[config.mk]
export PLATFORM = sky130hd
export DESIGN_NAME = egr_desc_consumer
export DESIGN_NICKNAME = d
export VERILOG_FILES = /design/src/rtl/egr_desc_pkg.sv /design/src/rtl/egr_desc_unpack.sv /design/src/rtl/egr_ring_ptr.sv /design/src/rtl/egr_chunk_calc.sv /design/src/rtl/egr_desc_consumer.sv
export SDC_FILE = /design/constraint.sdc
export NUM_CORES = 1
export LEC_CHECK = 0
export BUFFER_PORTS_ARGS = -buffer_cell sky130_fd_sc_hd__buf_2
export CAP_MARGIN = 10
export CORE_MARGIN = 5
export CORE_UTILIZATION = 50
export CTS_BUF_LIST = sky130_fd_sc_hd__clkbuf_16
export CTS_CLUSTER_DIAMETER = 60
export DETAILED_ROUTE_END_ITERATION = 10
export GPL_TIMING_DRIVEN = 0
export PLACE_DENSITY = 0.8
export SLEW_MARGIN = 20
export SYNTH_ARGS = -nofsm -noshare
export SYNTH_HDL_FRONTEND = slang
export SYNTH_SLANG_ARGS = --single-unit
[constraint.sdc]
create_clock -name clk -period 8.6 [get_ports clk]
set_clock_uncertainty 0.15 [all_clocks]
set_input_delay 0 -clock clk [delete_from_list [all_inputs] [get_ports clk]]
set_output_delay 0 -clock clk [all_outputs]
set_load 0.01 [all_outputs]
[src/rtl/egr_desc_pkg.sv]
package egr_desc_pkg;
  localparam int VA_W   = 42;
  localparam int LEN_W  = 14;
  localparam int ADDR_W = 64;
  localparam int STK_W  = 5;
  localparam int SZC_W  = 3;
  localparam int OFS_W  = 7;
  localparam int BSZ_W  = LEN_W + 1;
  localparam int DESC_W = 128;

  // Decoded slot contents.
  typedef struct packed {
    logic              gen;
    logic              csum;
    logic              nosend;
    logic              notif;
    logic              bound;
    logic [LEN_W-1:0]  len;
    logic [7:0]        cdest;
    logic [7:0]        cstart;
    logic [15:0]       seed;
    logic [ADDR_W-1:0] addr;
    logic [STK_W-1:0]  stack;
    logic              owner;
    logic              hwb;
    logic [SZC_W-1:0]  szc;
    logic              chained;
  } desc_t;

  // Working context of the descriptor in flight.
  typedef struct packed {
    logic              csum;
    logic              bound;
    logic [LEN_W-1:0]  len;
    logic [7:0]        cdest;
    logic [7:0]        cstart;
    logic [15:0]       seed;
    logic [ADDR_W-1:0] addr;
    logic [STK_W-1:0]  stack;
    logic              owner;
    logic              hwb;
    logic [SZC_W-1:0]  szc;
    logic              chained;
  } ctx_t;

  typedef enum logic [1:0] {
    ST_IDLE = 2'd0,
    ST_DEC  = 2'd1,
    ST_XFER = 2'd2,
    ST_REL  = 2'd3
  } cstate_t;

  function automatic logic [BSZ_W-1:0] buf_bytes(input logic [SZC_W-1:0] code);
    case (code)
      3'd0:    return 15'd128;
      3'd1:    return 15'd256;
      3'd2:    return 15'd512;
      3'd3:    return 15'd1024;
      3'd4:    return 15'd1664;
      3'd5:    return 15'd4096;
      3'd6:    return 15'd10368;
      default: return 15'd16384;
    endcase
  endfunction
endpackage

[src/rtl/egr_desc_unpack.sv]
module egr_desc_unpack
  import egr_desc_pkg::*;
(
  input  logic [DESC_W-1:0] raw,
  output desc_t             dsc,
  output logic              rsvd_bad
);
  logic [63:0] w0;
  logic [63:0] w1;

  assign w0 = raw[63:0];
  assign w1 = raw[127:64];

  always_comb begin
    dsc.gen     = w0[0];
    dsc.csum    = w0[8];
    dsc.nosend  = w0[9];
    dsc.notif   = w0[10];
    dsc.bound   = w0[11];
    dsc.len     = w0[29:16];
    dsc.cdest   = w0[39:32];
    dsc.cstart  = w0[47:40];
    dsc.seed    = w0[63:48];
    dsc.addr    = {{(ADDR_W-VA_W){w1[VA_W-1]}}, w1[VA_W-1:0]};
    dsc.stack   = w1[52:48];
    dsc.owner   = w1[56];
    dsc.hwb     = w1[58];
    dsc.szc     = w1[61:59];
    dsc.chained = |w1[63:62];
  end

  assign rsvd_bad = |{w0[7:1], w0[15:12], w0[31:30],
                      w1[47:42], w1[55:53], w1[57]};
endmodule

[src/rtl/egr_ring_ptr.sv]
module egr_ring_ptr #(
  parameter int IDX_W = 4
) (
  input  logic         clk,
  input  logic         rst_n,
  input  logic         adv,
  output logic [IDX_W:0] head_cnt,
  output logic         exp_gen
);
  logic [IDX_W:0] cnt_q;
  logic [IDX_W:0] cnt_n;

  always_comb begin
    cnt_n = cnt_q + 1'b1;
  end

  always_ff @(posedge clk or negedge rst_n) begin
    if (!rst_n) begin
      cnt_q <= '0;
    end else if (adv) begin
      cnt_q <= cnt_n;
    end
  end

  assign head_cnt = cnt_q;
  // Software writes 1 on the first pass; the expected value flips per wrap.
  assign exp_gen  = ~cnt_q[IDX_W];
endmodule

[src/rtl/egr_chunk_calc.sv]
module egr_chunk_calc
  import egr_desc_pkg::*;
(
  input  logic [ADDR_W-1:0] cur_addr,
  input  logic [LEN_W-1:0]  remain,
  input  logic              chained,
  input  logic [SZC_W-1:0]  szc,
  output logic [LEN_W-1:0]  chunk_len,
  output logic [ADDR_W-1:0] buf_base,
  output logic [ADDR_W-1:0] next_addr,
  output logic              is_last
);
  logic [BSZ_W-1:0] bsz;
  logic [BSZ_W-1:0] room;
  logic             fits;

  always_comb begin
    bsz       = buf_bytes(szc);
    room      = bsz - {{(BSZ_W-OFS_W){1'b0}}, cur_addr[OFS_W-1:0]};
    fits      = ({1'b0, remain} <= room);
    chunk_len = (!chained || fits) ? remain : room[LEN_W-1:0];
    buf_base  = chained ? {cur_addr[ADDR_W-1:OFS_W], {OFS_W{1'b0}}} : cur_addr;
    next_addr = buf_base + {{(ADDR_W-BSZ_W){1'b0}}, bsz};
    is_last   = (chunk_len == remain);
  end
endmodule

[src/rtl/egr_desc_consumer.sv]
module egr_desc_consumer
  import egr_desc_pkg::*;
#(
  parameter int DEPTH = 16,
  localparam int IDX_W = $clog2(DEPTH)
) (
  input  logic              clk,
  input  logic              rst_n,
  input  logic [IDX_W:0]    tail_cnt,
  output logic              rd_en,
  output logic [IDX_W-1:0]  rd_addr,
  input  logic [DESC_W-1:0] rd_data,
  output logic              xc_valid,
  input  logic              xc_ready,
  output logic [ADDR_W-1:0] xc_addr,
  output logic [LEN_W-1:0]  xc_len,
  output logic              xc_eop,
  output logic              xc_first,
  output logic              xc_csum_en,
  output logic [7:0]        xc_csum_start,
  output logic [7:0]        xc_csum_dest,
  output logic [15:0]       xc_csum_seed,
  output logic              rel_valid,
  output logic [ADDR_W-1:0] rel_addr,
  output logic [STK_W-1:0]  rel_stack,
  output logic              rel_owner,
  output logic              notif_pulse,
  output logic              desc_err
);
  cstate_t st_q, st_n;
  ctx_t    ctx_q, ctx_n;
  logic    first_q, first_n;
  logic    pend_q, pend_n;
  logic    notif_q, notif_n;
  logic    err_q, err_n;

  logic             adv;
  logic             step;
  logic             ctx_en;
  logic             nodata;
  logic             pend_sum;
  logic [IDX_W:0]   head_cnt;
  logic             exp_gen;
  desc_t            dsc;
  logic             rsvd_bad;
  logic [LEN_W-1:0] chunk_len;
  logic [ADDR_W-1:0] buf_base;
  logic [ADDR_W-1:0] next_addr;
  logic             is_last;

  egr_ring_ptr #(.IDX_W(IDX_W)) u_ptr (
    .clk      (clk),
    .rst_n    (rst_n),
    .adv      (adv),
    .head_cnt (head_cnt),
    .exp_gen  (exp_gen)
  );

  egr_desc_unpack u_unpack (
    .raw      (rd_data),
    .dsc      (dsc),
    .rsvd_bad (rsvd_bad)
  );

  egr_chunk_calc u_chunk (
    .cur_addr  (ctx_q.addr),
    .remain    (ctx_q.len),
    .chained   (ctx_q.chained),
    .szc       (ctx_q.szc),
    .chunk_len (chunk_len),
    .buf_base  (buf_base),
    .next_addr (next_addr),
    .is_last   (is_last)
  );

  // Next-state logic.
  always_comb begin
    st_n     = st_q;
    ctx_n    = ctx_q;
    first_n  = first_q;
    pend_n   = pend_q;
    notif_n  = 1'b0;
    err_n    = 1'b0;
    adv      = 1'b0;
    step     = 1'b0;
    rd_en    = 1'b0;
    xc_valid = 1'b0;
    rel_valid = 1'b0;
    nodata   = rsvd_bad | (dsc.len == '0);
    pend_sum = pend_q | dsc.notif;

    case (st_q)
      ST_IDLE: begin
        if (tail_cnt != head_cnt) begin
          rd_en = 1'b1;
          st_n  = ST_DEC;
        end
      end
      ST_DEC: begin
        st_n = ST_IDLE;
        if (dsc.gen == exp_gen) begin
          adv           = 1'b1;
          first_n       = 1'b1;
          err_n         = rsvd_bad;
          ctx_n.csum    = dsc.csum;
          ctx_n.bound   = dsc.bound;
          ctx_n.len     = dsc.len;
          ctx_n.cdest   = dsc.cdest;
          ctx_n.cstart  = dsc.cstart;
          ctx_n.seed    = dsc.seed;
          ctx_n.addr    = dsc.addr;
          ctx_n.stack   = dsc.stack;
          ctx_n.owner   = dsc.owner;
          ctx_n.hwb     = dsc.hwb;
          ctx_n.szc     = dsc.szc;
          ctx_n.chained = dsc.chained;
          if (nodata || (dsc.nosend && !dsc.hwb)) begin
            if (dsc.bound) begin
              notif_n = pend_sum;
              pend_n  = 1'b0;
            end else begin
              pend_n  = pend_sum;
            end
          end else begin
            pend_n = pend_sum;
            st_n   = dsc.nosend ? ST_REL : ST_XFER;
          end
        end
      end
      ST_XFER: begin
        xc_valid = 1'b1;
        if (xc_ready) begin
          rel_valid = ctx_q.hwb;
          step      = 1'b1;
        end
      end
      ST_REL: begin
        rel_valid = 1'b1;
        step      = 1'b1;
      end
      default: st_n = ST_IDLE;
    endcase

    if (step) begin
      ctx_n.addr = next_addr;
      ctx_n.len  = ctx_q.len - chunk_len;
      first_n    = 1'b0;
      if (is_last) begin
        st_n = ST_IDLE;
        if (ctx_q.bound) begin
          notif_n = pend_q;
          pend_n  = 1'b0;
        end
      end
    end
  end

  assign ctx_en = adv | step;

  // Control registers.
  always_ff @(posedge clk or negedge rst_n) begin
    if (!rst_n) begin
      st_q    <= ST_IDLE;
      first_q <= 1'b0;
      pend_q  <= 1'b0;
      notif_q <= 1'b0;
      err_q   <= 1'b0;
    end else begin
      st_q    <= st_n;
      first_q <= first_n;
      pend_q  <= pend_n;
      notif_q <= notif_n;
      err_q   <= err_n;
    end
  end

  // Descriptor context, data path only.
  always_ff @(posedge clk) begin
    if (ctx_en) begin
      ctx_q <= ctx_n;
    end
  end

  assign rd_addr       = head_cnt[IDX_W-1:0];
  assign xc_addr       = ctx_q.addr;
  assign xc_len        = chunk_len;
  assign xc_eop        = ctx_q.bound & is_last;
  assign xc_first      = first_q;
  assign xc_csum_en    = ctx_q.csum & first_q;
  assign xc_csum_start = ctx_q.cstart;
  assign xc_csum_dest  = ctx_q.cdest;
  assign xc_csum_seed  = ctx_q.seed;
  assign rel_addr      = buf_base;
  assign rel_stack     = ctx_q.stack;
  assign rel_owner     = ctx_q.owner;
  assign notif_pulse   = notif_q;
  assign desc_err      = err_q;
endmodule

# Yosys cells after proc, flatten, opt, wreduce, memory -nomap -nowiden

Index checks and enable logic that the tools add are counted.

Word-level logic and storage cells: 98
Bits of input ports: 136
Output and inout port bits: 192
Flip-flop bits (word level): 134

Equality and inequality tests: 12
Add/sub/neg operators: 4
Bitwise gates (word level): 6
Multiplexer cells: 42
Reduce and logical (&&, ||, !) cells: 15
Order comparisons: 1

Operators by type and width:

| operator            | count |
|---|---|
| $mux 121            | 2 |
| $pmux 15 s7         | 1 |
| $add 64x15->64      | 1 |
| $mux 64             | 1 |
| $mux 14             | 2 |
| $mux 1              | 27 |
| $reduce_or 23->1    | 1 |
| $le 14x15->1        | 1 |
| $sub 15x7->15       | 1 |
| $eq 14x14->1        | 1 |
| $logic_not 14->1    | 1 |
| $sub 14x14->14      | 1 |
| $mux 2              | 5 |
| $eq 3x3->1 const B  | 3 |
| $mux 7              | 1 |
| $eq 3x2->1 const B  | 2 |
| $reduce_and 3->1    | 2 |
| $add 5x1->5 const B | 1 |
| $ne 5x5->1          | 1 |
| $eq 2x2->1 const B  | 2 |
| $pmux 1 s2          | 2 |
| $pmux 2 s2          | 1 |
| $reduce_bool 2->1   | 2 |
| $eq 3x1->1 const B  | 1 |
| other kinds (12)    | 17 |

# Depth between registers and ports, before layout

Gate-level depths: netlist of run 1.

Depth in word-level cells: 9
Gate-level depth with buffers: 33
Depth with buffers taken out: 31

# Hierarchy

From an unflattened synthesis of run 1, not the netlist that was laid out.

Cell total of the unflattened synthesis: 1,061
Area, all modules: 10,550.1 sq um

By module, submodules not included:

| module            | area an instance (sq um) | sequential area each (sq um) | cells each | times used |
|---|---|---|---|---|
| egr_desc_consumer | 6,276.0                  | 3,843.7                      | 468        | 1 |
| egr_chunk_calc    | 3,075.4                  | 0.0                          | 444        | 1 |
| egr_desc_unpack   | 994.7                    | 0.0                          | 134        | 1 |
| egr_ring_ptr      | 203.9                    | 125.1                        | 15         | 1 |

# Least setup slack after synthesis of run 1

OpenSTA, ideal clock, no wires.

Path kind: register to register
Start point: register ctx_q, in the netlist xc_addr[4]
End point: register ctx_q[119] (netlist name) (data pin)
Stages on the path, launching flop included: 31
Path slack: 1.589 ns
Period minus slack after synthesis: 7.011 ns
Path buffers: 2
Data required time: 8.183 ns
Library setup time: 0.267 ns
Arrival: 6.594 ns
Cells stage by stage: edfxtp_1 -> or4_4 -> nor4_1 -> nor2b_1 -> o311a_1 -> inv_1 -> ha_1 -> nand3_1 -> a21oi_1 -> o41ai_1 -> a31oi_1 -> o21ai_2 -> a21oi_2 -> buf_2 -> clkbuf_1 -> nand2_1 -> o21ai_0 -> ha_1 -> inv_1 -> fa_1 -> a21oi_1 -> o21bai_1 -> a21oi_1 -> o21ai_0 -> a211o_1 -> maj3_1 -> o2bb2ai_1 -> a2111o_1 -> a31oi_1 -> xor2_1 -> o21ai_0

RTL lines:

| item                   | line                     | RTL |
|---|---|---|
| start, declared        | egr_desc_consumer.sv:31  | `ctx_t ctx_q, ctx_n;` |
| start signal, assigned | egr_desc_consumer.sv:180 | `ctx_q <= ctx_n;` |

==> flow_metrics.py, run 1 <==
metrics = {
    "run_status": {
        "status": "completed",
    },
    "power_and_ir_drop": {
        "peakVddDrop_mv": 0.236,
        "internal_power_mw": 2.67,
        "p_seq_frac": 0.288,
        "p_leak_nw": 5.78,
        "power_switching_share": 0.428,
        "pwr-share-comb": 0.553,
        "pwr-share-clk": 0.159,
        "power_density_nw_per_um2": 365,
        "switchingPower_mw": 2.00,
    },
    "sta": {
        "hold_viol": 0,
        "rsz0062_at_grt": "no",
        "slew_violations": 0,
        "setup_viol": 0,
        "finalSetupTns_ns": 0,
        "min_period_over_period": 0.955,
        "fin_crit_ns": 8.22,
        "fmax_mhz": 122,
        "layout_setup_ws_ns": 0.384,
        "worst_pin_slew_ns": 0.773,
        "relSlewSlack": 0.485,
    },
    "logic_synthesis": {
        "syn_inst": 931,
        "synth_top_area_share": 0.405,
        "synth_cell_type_count": 69,
        "synth_most_common_cell": "buf_4",
        "synthFlopType": "edfxtp_1",
        "syn_area_um2": 9130,
        "synth_top_cell_by_area": "edfxtp_1",
        "synthTopCellsByCount": "buf_4 (162), edfxtp_1 (123), nand2_1 (83)",
        "synthArstFlopShare": 0.0821,
        "ys_top_cells_by_area": "edfxtp_1 (40%), buf_4 (13%), o21ai_0 (4.5%)",
        "ys_ff_latch": 134,
        "ys.warnings.count": 0,
        "synth-edff-count": 123,
        "syn-num-nets": 1098,
        "ys_seq_area_frac": 0.435,
        "post_synth.cell_area_avg_um2": 9.80,
    },
    "critical_path": {
        "critPathMaxStageDelay_ns": 0.68,
        "crit_slowest_cell": "nor4_2",
        "critPathArrivalTime_ns": 8.22,
        "path_delay_family": "compound AO/OA/AOI/OAI gates",
        "crit_fanout": 10,
        "crit_top_cell": "o21ai_0",
        "crit_path_end_kind": "register",
        "cp.buffers_inverters": 4,
        "worstSetupPathType": "register to register",
        "worstPathRequired_ns": 8.60,
        "startpoint_type": "register",
    },
    "placement": {
        "hpwlAfterDp_mm": 20.1,
        "pre_cts_ws_ns": 0.501,
        "gp_congestion": 0.881,
        "place.port_buffers": 327,
    },
    "die": {
        "dieArea_um2": 21100,
        "dieHeight_um": 145,
        "rows": 49,
        "core_region_area_um2": 18000,
        "initial_core_util": 0.508,
        "die_w_um": 145,
        "ios": 328,
    },
    "grt": {
        "met3_usage": 0.0527,
        "grt-ovfl-total": 0,
        "global_route.usage.total": 0.264,
        "grt_max_degree": 55,
        "antenna_found_initial": 0,
        "grt_pass1_wl_mm": 45.1,
        "use_met1": 0.310,
        "grt_pass1_vias": 8601,
        "use_met2": 0.481,
        "grt-busiest-layer": "met2",
    },
    "final_layout": {
        "drive_gt1_frac": 0.388,
        "nNetsFinal": 1557,
        "area_growth_syn_to_layout_pct": 40.3,
        "n_antenna_cell": 0,
    },
    "detailed_routing": {
        "drc_errors": 0,
        "routed_wl_mm": 29.0,
        "drt_pre_antenna_iters": 5,
        "wl_per_cell_um": 17.7,
        "via_per_inst": 5.25,
        "vias": 8565,
        "postRouteAntennaNets": 0,
        "first_iter_violations": 498,
    },
    "hold_path": {
        "hold_class": "input pin to register",
    },
    "clock_network": {
        "path_clk_slew_ns": 0.07,
        "cts_setup_buffers": 0,
        "cts_buffers": 17,
        "cts_tree": "done",
        "cts_root_buf": "clkbuf_16",
        "cts_sinks": 134,
        "clockBufferDepth": 2,
        "clkLatencyLatePin_ns": 0.43,
        "cts_max_level": 4,
    },
    "flow_run": {
        "cap_violations": 0,
    },
}
## sequential cells by signal, indices dropped and copies added, names as in the netlist, 2 cells and up
| signal | flops |
|---|---|
| ctx_q | 21 |
| rel_stack | 5 |
| st_q | 2 |
| u_ptr.head_cnt | 5 |
| xc_addr | 64 |
| xc_csum_dest | 8 |
| xc_csum_seed | 16 |
| xc_csum_start | 8 |
## area by class of cell
| cell class | count | area, µm² |
|---|---|---|
| plain buffers | 185 | 1310 |
| clock buffers | 17 | 425 |
| clock inverters | 15 | 163 |
| fillers | 1240 | 5160 |
| inverters | 50 | 188 |
| multi-input cells | 562 | 3690 |
| flip-flops and latches | 134 | 3970 |
| well taps | 229 | 287 |
| repair buffers | 440 | 2780 |
## placed cells by master (no fill, tap or decap), types with 3 or more instances in the layout
cell type and n:
nand4_1 14, mux2_2 4, inv_6 5, maj3_1 3, buf_2 329, ha_1 29, o21bai_1 3, nor3_1 13
and3_1 16, nor2b_1 16, a211oi_1 4, o21ai_0 82, clkbuf_16 17, o31ai_1 7, dlygate4sd3_1 112, inv_1 50
a21o_1 6, a22o_1 13, dfrtp_1 11, clkbuf_1 19, edfxtp_1 123, nand3_1 27, xnor2_1 43, and4_1 4
or2_2 3, or3_1 4, buf_4 162, nor2_1 49, a21oi_1 21, inv_8 4, a31oi_1 6, nand2b_1 7
xor2_1 37, nor4_1 10, and2_1 3, mux2i_1 8, nand2_1 82, o211ai_1 4
## worst paths after layout
path / start / to / slack, ns / cells after the start
max: xc_addr[4] / ctx_q[119] / 0.38 / 27
min: xc_ready / xc_first / 0.08 / 3
max reg2reg: xc_addr[4] / ctx_q[119] / 0.38 / 27
min reg2reg: pend_q / pend_q / 0.37 / 2
max in group asynchronous: rst_n / st_q[1] / 7.47 / 3
min in group asynchronous: rst_n / xc_first / 0.47 / 3
## routing by layer
layer | vias up | share of wire
met1 | 4026 | 0.38
met2 | 412 | 0.52
met4 | 0 | 0.027
met5 | - | 0
li1 | 4064 | -
met3 | 63 | 0.074
## worst min-delay path, delay by kind of cell
| family | cells | cell delay [ns] |
|---|---|---|
| buffers and inverters | 1 | 0.11 |
| and+or+nand+nor | 1 | 0.09 |
| AOI/OAI and AO/OA | 1 | 0.42 |
## kinds of logic (layout without fill, tap and decap cells)
kind of cell,Yosys count,after routing,share of synthesized area
flip-flops,134,134,0.435
buffers and inverters,235,707,0.164
multiplexers,12,12,0.0137
adder cells (fa/ha/maj),34,34,0.0474
AO/OA/AOI/OAI,176,176,0.124
XOR/XNOR,81,81,0.0777
AND/OR/NAND/NOR,259,259,0.139
## power by group through the flow
stage          clock [mW]  sequential [mW]  combinational [mW]
2_1_floorplan           0             1.27                1.76
3_3_place_gp            0             1.36                2.43
3_5_place_dp            0             1.35                2.49
4_1_cts             0.744             1.34                2.55
5_1_grt             0.778             1.38                2.81
6_report            0.742             1.35                2.58
## per-stage QoR
| stage | utilization | area [µm²] | instances | hold slack [ns] | total power, mW |
|---|---|---|---|---|---|
| finish | 0.713 | 12800 | 1632 | 0.0762 | 4.67 |
| global placement | 0.615 | 11100 | 1487 | -0.268 | 3.79 |
| floorplan | - | 9130 | 931 | -0.446 | 3.02 |
| detailed placement | 0.617 | 11100 | 1488 | -0.256 | 3.84 |
| global route | 0.713 | 12800 | 1632 | 0.119 | 4.97 |
| CTS | 0.712 | 12800 | 1632 | 0.0477 | 4.63 |
## repair_timing
| action | 4_1_cts | 5_1_grt |
|---|---|---|
| endpoints found under the setup margin | 0 | 1 |
| gates resized for setup | 0 | 2 |
| hold buffers | 112 | 0 |
| hold endpoints to repair | 120 | 0 |
Note: power is estimated with default switching activity, not from simulation.
==> run 2, diff against run 1 <==
- ABC_AREA: unset -> 1
- PLACE_DENSITY: 0.8 -> 0.79
==> flow_metrics.py, run 2 <==
metrics = {
    "run_status": {
        "status": "completed",
    },
    "detailed_routing": {
        "routed_wl_mm": 32.7,
        "wl_per_cell_um": 16.9,
        "drc_errors": 0,
        "via_per_inst": 5.14,
        "first_iter_violations": 940,
        "drt_pre_antenna_iters": 8,
        "vias": 9950,
        "postRouteAntennaNets": 0,
    },
    "power_and_ir_drop": {
        "peakVddDrop_mv": 0.201,
        "power_density_nw_per_um2": 352,
        "p_leak_nw": 6.63,
    },
    "grt": {
        "grt-busiest-layer": "met2",
        "use_met1": 0.337,
        "use_met2": 0.515,
        "grt_pass1_vias": 9825,
        "antenna_found_initial": 0,
        "grt_pass1_wl_mm": 50.3,
        "met3_usage": 0.0599,
        "grt_max_degree": 54,
        "global_route.usage.total": 0.285,
        "grt-ovfl-total": 0,
    },
    "clock_network": {
        "cts_buffers": 17,
        "clockBufferDepth": 2,
        "cts_tree": "done",
        "clkLatencyLatePin_ns": 0.43,
        "cts_root_buf": "clkbuf_16",
        "cts_sinks": 134,
        "cts_max_level": 4,
        "path_clk_slew_ns": 0.07,
    },
    "final_layout": {
        "drive_gt1_frac": 0.340,
        "area_growth_syn_to_layout_pct": 38.1,
        "multi_input_area_um2": 3920,
        "nNetsFinal": 1823,
        "area.sequential_um2": 3970,
        "fill_cells": 1582,
        "largest_reg_flops": 64,
        "layout.cells.non_filler": 1934,
        "layout_common_cells": "buf_2 (332), nand2_1 (222), inv_1 (170), buf_4 (162), edfxtp_1 (123)",
        "final_common_cell": "buf_2",
        "n_antenna_cell": 0,
    },
    "sta": {
        "hold_viol": 0,
        "finalSetupTns_ns": 0,
        "worst_pin_slew_ns": 0.842,
        "rsz0062_at_grt": "no",
        "setup_viol": 0,
        "slew_violations": 0,
        "min_period_over_period": 0.645,
        "relSlewSlack": 0.434,
        "fmax_mhz": 180,
        "fin_crit_ns": 5.54,
    },
    "logic_synthesis": {
        "synth_top_area_share": 0.375,
        "ys_ff_latch": 134,
        "ys_top_cells_by_area": "edfxtp_1 (38%), buf_4 (12%), nand2_1 (8.5%)",
        "synthArstFlopShare": 0.0821,
        "synthFlopType": "edfxtp_1",
        "syn_inst": 1198,
        "ys.warnings.count": 0,
        "synth_top_cell_by_area": "edfxtp_1",
        "synthTopCellsByCount": "nand2_1 (223), inv_1 (170), buf_4 (162)",
        "post_synth.cell_area_avg_um2": 8.21,
        "syn_area_um2": 9840,
        "synth-edff-count": 123,
        "syn-num-nets": 1365,
        "synth_cell_type_count": 49,
        "ys_seq_area_frac": 0.403,
        "synth_most_common_cell": "nand2_1",
    },
    "placement": {
        "place.port_buffers": 327,
        "dp.cells": 1792,
        "gp_congestion": 0.919,
        "hpwlAfterDp_mm": 23.5,
    },
    "die": {
        "initial_core_util": 0.507,
        "core_region_area_um2": 19400,
        "dieArea_um2": 22600,
        "rows": 51,
        "dieHeight_um": 150,
        "die_w_um": 150,
        "ios": 328,
    },
    "critical_path": {
        "crit_path_end_kind": "output pin",
        "critPathArrivalTime_ns": 5.39,
        "worstSetupPathType": "register to output pin",
        "crit_fanout": 10,
        "worstPathRequired_ns": 8.45,
        "startpoint_type": "register",
    },
    "hold_path": {
        "hold_class": "input pin to register",
    },
    "flow_run": {
        "cap_violations": 0,
    },
}
==> run 2: where the power goes <==
group	internal [mW]	total, mW	switching [mW]	leakage, nW
clock	0.442	0.776	0.334	0.300
sequential	1.06	1.35	0.292	1.37
combinational	1.16	2.66	1.50	4.96
==> run 2: timing repair <==
action,in CTS,in global routing
resized for setup,0,0
hold endpoints to repair,118,0
buffers inserted,0,0
hold buffers,110,0
==> run 2: metrics by stage <==
step            util  cell area [µm²]  setup WS [ns]  hold WS [ns]  total power [mW]
2_1_floorplan      -             9840           3.89        -0.446              3.06
3_3_place_gp   0.609            11800           3.23        -0.268              3.84
3_5_place_dp   0.612            11900           3.16        -0.262              3.91
4_1_cts        0.700            13600           3.11        0.0486              4.75
5_1_grt        0.700            13600           2.67        0.0989              5.12
6_report       0.700            13600           3.06        0.0402              4.78
==> run 2: critical path, stage by stage (launching register included) <==
cell	delay, ns
edfxtp_1	0.44
inv_1	0.13
ha_1	0.17
inv_1	0.05
nor2_1	0.19
nand4_4	0.17
nand2_1	0.09
o21ai_0	0.16
ha_1	0.36
nand2_1	0.08
nor4_1	0.35
nand4_1	0.14
nor2_1	0.14
nor2_2	0.09
and2_1	0.18
buf_2	0.18
buf_2	0.20
nand2_1	0.06
o21ai_0	0.20
ha_1	0.41
nand2_1	0.09
nor3_1	0.26
nand3_1	0.17
nor2_1	0.26
nand2_1	0.13
nor2_1	0.10
buf_2	0.15
==> run 2: layer usage <==
layer	part of all wire	vias up
met5	0.0013	-
met4	0.028	3
met3	0.080	73
met2	0.50	520
met1	0.39	4576
li1	-	4778
==> run 2: worst paths after layout <==
| path | startpoint | cells after the start | endpoint | slack, ns |
|---|---|---|---|---|
| worst max-delay path | xc_addr[0] | 26 | xc_eop | 3.06 |
| worst min-delay path | rd_data[108] | 8 | st_q[1] | 0.04 |
| worst max register to register | xc_addr[0] | 34 | ctx_q[119] | 3.07 |
| worst min register to register | xc_first | 2 | xc_first | 0.39 |
| max in group asynchronous | rst_n | 3 | st_q[1] | 7.50 |
| min in group asynchronous | rst_n | 3 | u_ptr.head_cnt[3] | 0.45 |
==> run 2: cells by family after synthesis <==
logic type,share of synthesized area
fa+ha+maj,0.0409
simple gates,0.222
xor+xnor,0.0258
compound gates,0.108
flops,0.403
buf+inv,0.199
==> run 2: cell type report <==
type | instances | share of cell area
repair buffers | 439 | 0.205
multi-input cells | 705 | 0.289
clock buffers | 17 | 0.0313
inverters | 178 | 0.0492
well taps | 265 | 0.0244
plain buffers | 181 | 0.0955
flip-flops and latches | 134 | 0.292
clock inverters | 15 | 0.0137
==> run 3, diff against run 2 <==
- CORE_UTILIZATION: 50 -> 47
- PLACE_DENSITY: 0.79 -> 0.78
- clock period: 8.6 -> 4.87 ns (I/O delays scaled with it)
==> flow_metrics.py, run 3 (synthesis gave the netlist of run 2 again) <==
metrics = {
    "sta": {
        "finalSetupTns_ns": 0,
        "hold_viol": 0,
        "fin_crit_ns": 4.67,
        "fmax_mhz": 214,
        "min_period_over_period": 0.959,
        "setup_viol": 0,
        "slew_violations": 0,
        "rsz0062_at_grt": "yes",
        "worst_pin_slew_ns": 0.894,
        "relSlewSlack": 0.404,
    },
    "critical_path": {
        "r2r_end": "ctx_q[116]",
        "critPathMaxStageDelay_ns": 0.43,
        "reg2reg_slack_ns": 0.20,
        "ff2ff_path_depth": 31,
        "crit_slowest_cell": "edfxtp_1",
        "crit_fanout": 10,
        "rr_startpoint": "xc_addr[0]",
        "critPathArrivalTime_ns": 4.69,
        "worstSetupPathType": "register to register",
        "worstPathRequired_ns": 4.89,
        "crit_top_cell": "nand2_1",
        "crit_path_end_kind": "register",
        "startpoint_type": "register",
    },
    "grt": {
        "grt-ovfl-total": 0,
        "grt_pass1_vias": 10000,
        "grt_max_degree": 50,
        "grt_pass1_wl_mm": 50.7,
        "antenna_found_initial": 0,
        "global_route.usage.total": 0.265,
    },
    "die": {
        "die_w_um": 155,
        "ios": 328,
        "initial_core_util": 0.473,
        "rows": 53,
        "core_region_area_um2": 20800,
        "dieArea_um2": 23900,
        "dieHeight_um": 155,
    },
    "final_layout": {
        "layout_common_cells": "buf_2 (330), nand2_1 (213), buf_4 (180), inv_1 (169), edfxtp_1 (123)",
        "area_growth_syn_to_layout_pct": 41.1,
        "drive_gt1_frac": 0.369,
        "nNetsFinal": 1841,
        "largest_reg_flops": 64,
        "fill_cells": 1657,
        "final_common_cell": "buf_2",
        "multi_input_area_um2": 4090,
        "design_area_um2": 13900,
        "n_antenna_cell": 0,
        "area.sequential_um2": 3970,
    },
    "detailed_routing": {
        "drc_errors": 0,
        "routed_wl_mm": 33.3,
        "drt_pre_antenna_iters": 5,
        "first_iter_violations": 806,
        "via_per_inst": 5.14,
        "vias": 10100,
        "postRouteAntennaNets": 0,
        "wl_per_cell_um": 17.0,
    },
    "clock_network": {
        "cts_max_level": 4,
        "cts_sinks": 134,
        "clkLatencyLatePin_ns": 0.42,
        "cts_buffers": 17,
        "clockBufferDepth": 2,
        "cts_root_buf": "clkbuf_16",
        "cts_tree": "done",
        "path_clk_slew_ns": 0.06,
    },
    "run_status": {
        "status": "completed",
    },
    "power_and_ir_drop": {
        "peakVddDrop_mv": 0.321,
        "power_density_nw_per_um2": 638,
        "p_leak_nw": 6.73,
    },
    "hold_path": {
        "hold_depth": 8,
        "hold_class": "input pin to register",
        "whs_endpoint": "st_q[1]",
        "hp-start": "rd_data[108]",
    },
    "placement": {
        "placed_cell_area_um2": 11900,
        "gp_congestion": 0.946,
        "place.port_buffers": 327,
        "hpwlAfterDp_mm": 23.6,
    },
    "flow_run": {
        "cap_violations": 0,
    },
}
## run 3: cell count changes in the layout (fill, tap and decap cells not counted), moves of 3 or more
cell / previous run / this run
inv_6: 5 / 1
inv_8: 4 / 0
nand2_1: 222 / 213
buf_4: 162 / 180
nand2_2: 5 / 14
nor2_1: 89 / 82
nor3_1: 37 / 34
nor2_2: 3 / 9
o21ai_0: 71 / 61
ha_1: 29 / 26
o21ai_2: 0 / 9
## run 3: where the power goes
part | internal, mW | total (mW) | switching (mW) | leakage [nW]
Clock | 0.799 | 1.31 | 0.512 | 0.287
Sequential | 1.87 | 2.39 | 0.524 | 1.37
Combinational | 2.29 | 5.16 | 2.87 | 5.07
## run 3: metal layers
layer,GRT usage,part of all wire
met1,0.311,0.38
met2,0.475,0.51
met3,0.0498,0.074
met4,0.106,0.037
met5,0,0
## run 3: area by class of cell
cell class,instances,share of cell area
buffer,181,0.0943
clock buffer,17,0.0306
clock inverter,15,0.0118
inverter,178,0.0483
multi-input combinational,705,0.294
sequential,134,0.286
tap,275,0.0248
timing repair buffer,457,0.210
## run 3: what timing repair did
item / 4_1_cts / 5_1_grt
hold buffers: 110 / 0
hold endpoints to repair: 118 / 0
endpoints found under the setup margin: 8 / 14
gates cloned: 0 / 0
setup buffers: 5 / 13
gates resized for setup: 10 / 50
pin swaps: 3 / 15
## run 3: metrics by stage
stage	utilization	cells	hold WS [ns]	total power [mW]	setup WS, ns
finish	0.667	1962	0.0320	8.86	0.200
global route	0.667	1962	0.103	9.50	-0.196
CTS	0.654	1949	0.0124	8.42	0.00136
detailed placement	0.570	1802	-0.254	6.92	-0.266
global placement	0.568	1800	-0.266	6.82	-0.276
floorplan	-	1198	-0.446	5.41	0.164
## run 3: worst max-delay path by stage
stage,from,depth (start not counted),slack (ns),end
3_5_place_dp,xc_addr[0],34,-0.27,ctx_q[119]
2_1_floorplan,xc_addr[0],32,0.16,ctx_q[119]
4_1_cts,xc_addr[1],25,0.001,xc_eop
6_report,xc_addr[0],31,0.20,ctx_q[116]
3_3_place_gp,xc_addr[0],34,-0.28,ctx_q[119]
5_1_grt,xc_addr[0],28,-0.20,ctx_q[116]
## run 3: worst max-delay path, delay by kind of cell, from the launching register on
kind / cells / cell delay, ns
and+or+nand+nor: 18 / 1.92
buffers and inverters: 4 / 0.46
AOI/OAI and AO/OA: 6 / 0.55
DFF: 1 / 0.43
adders and majority gates: 2 / 0.61
xor gates and xnor gates: 1 / 0.30
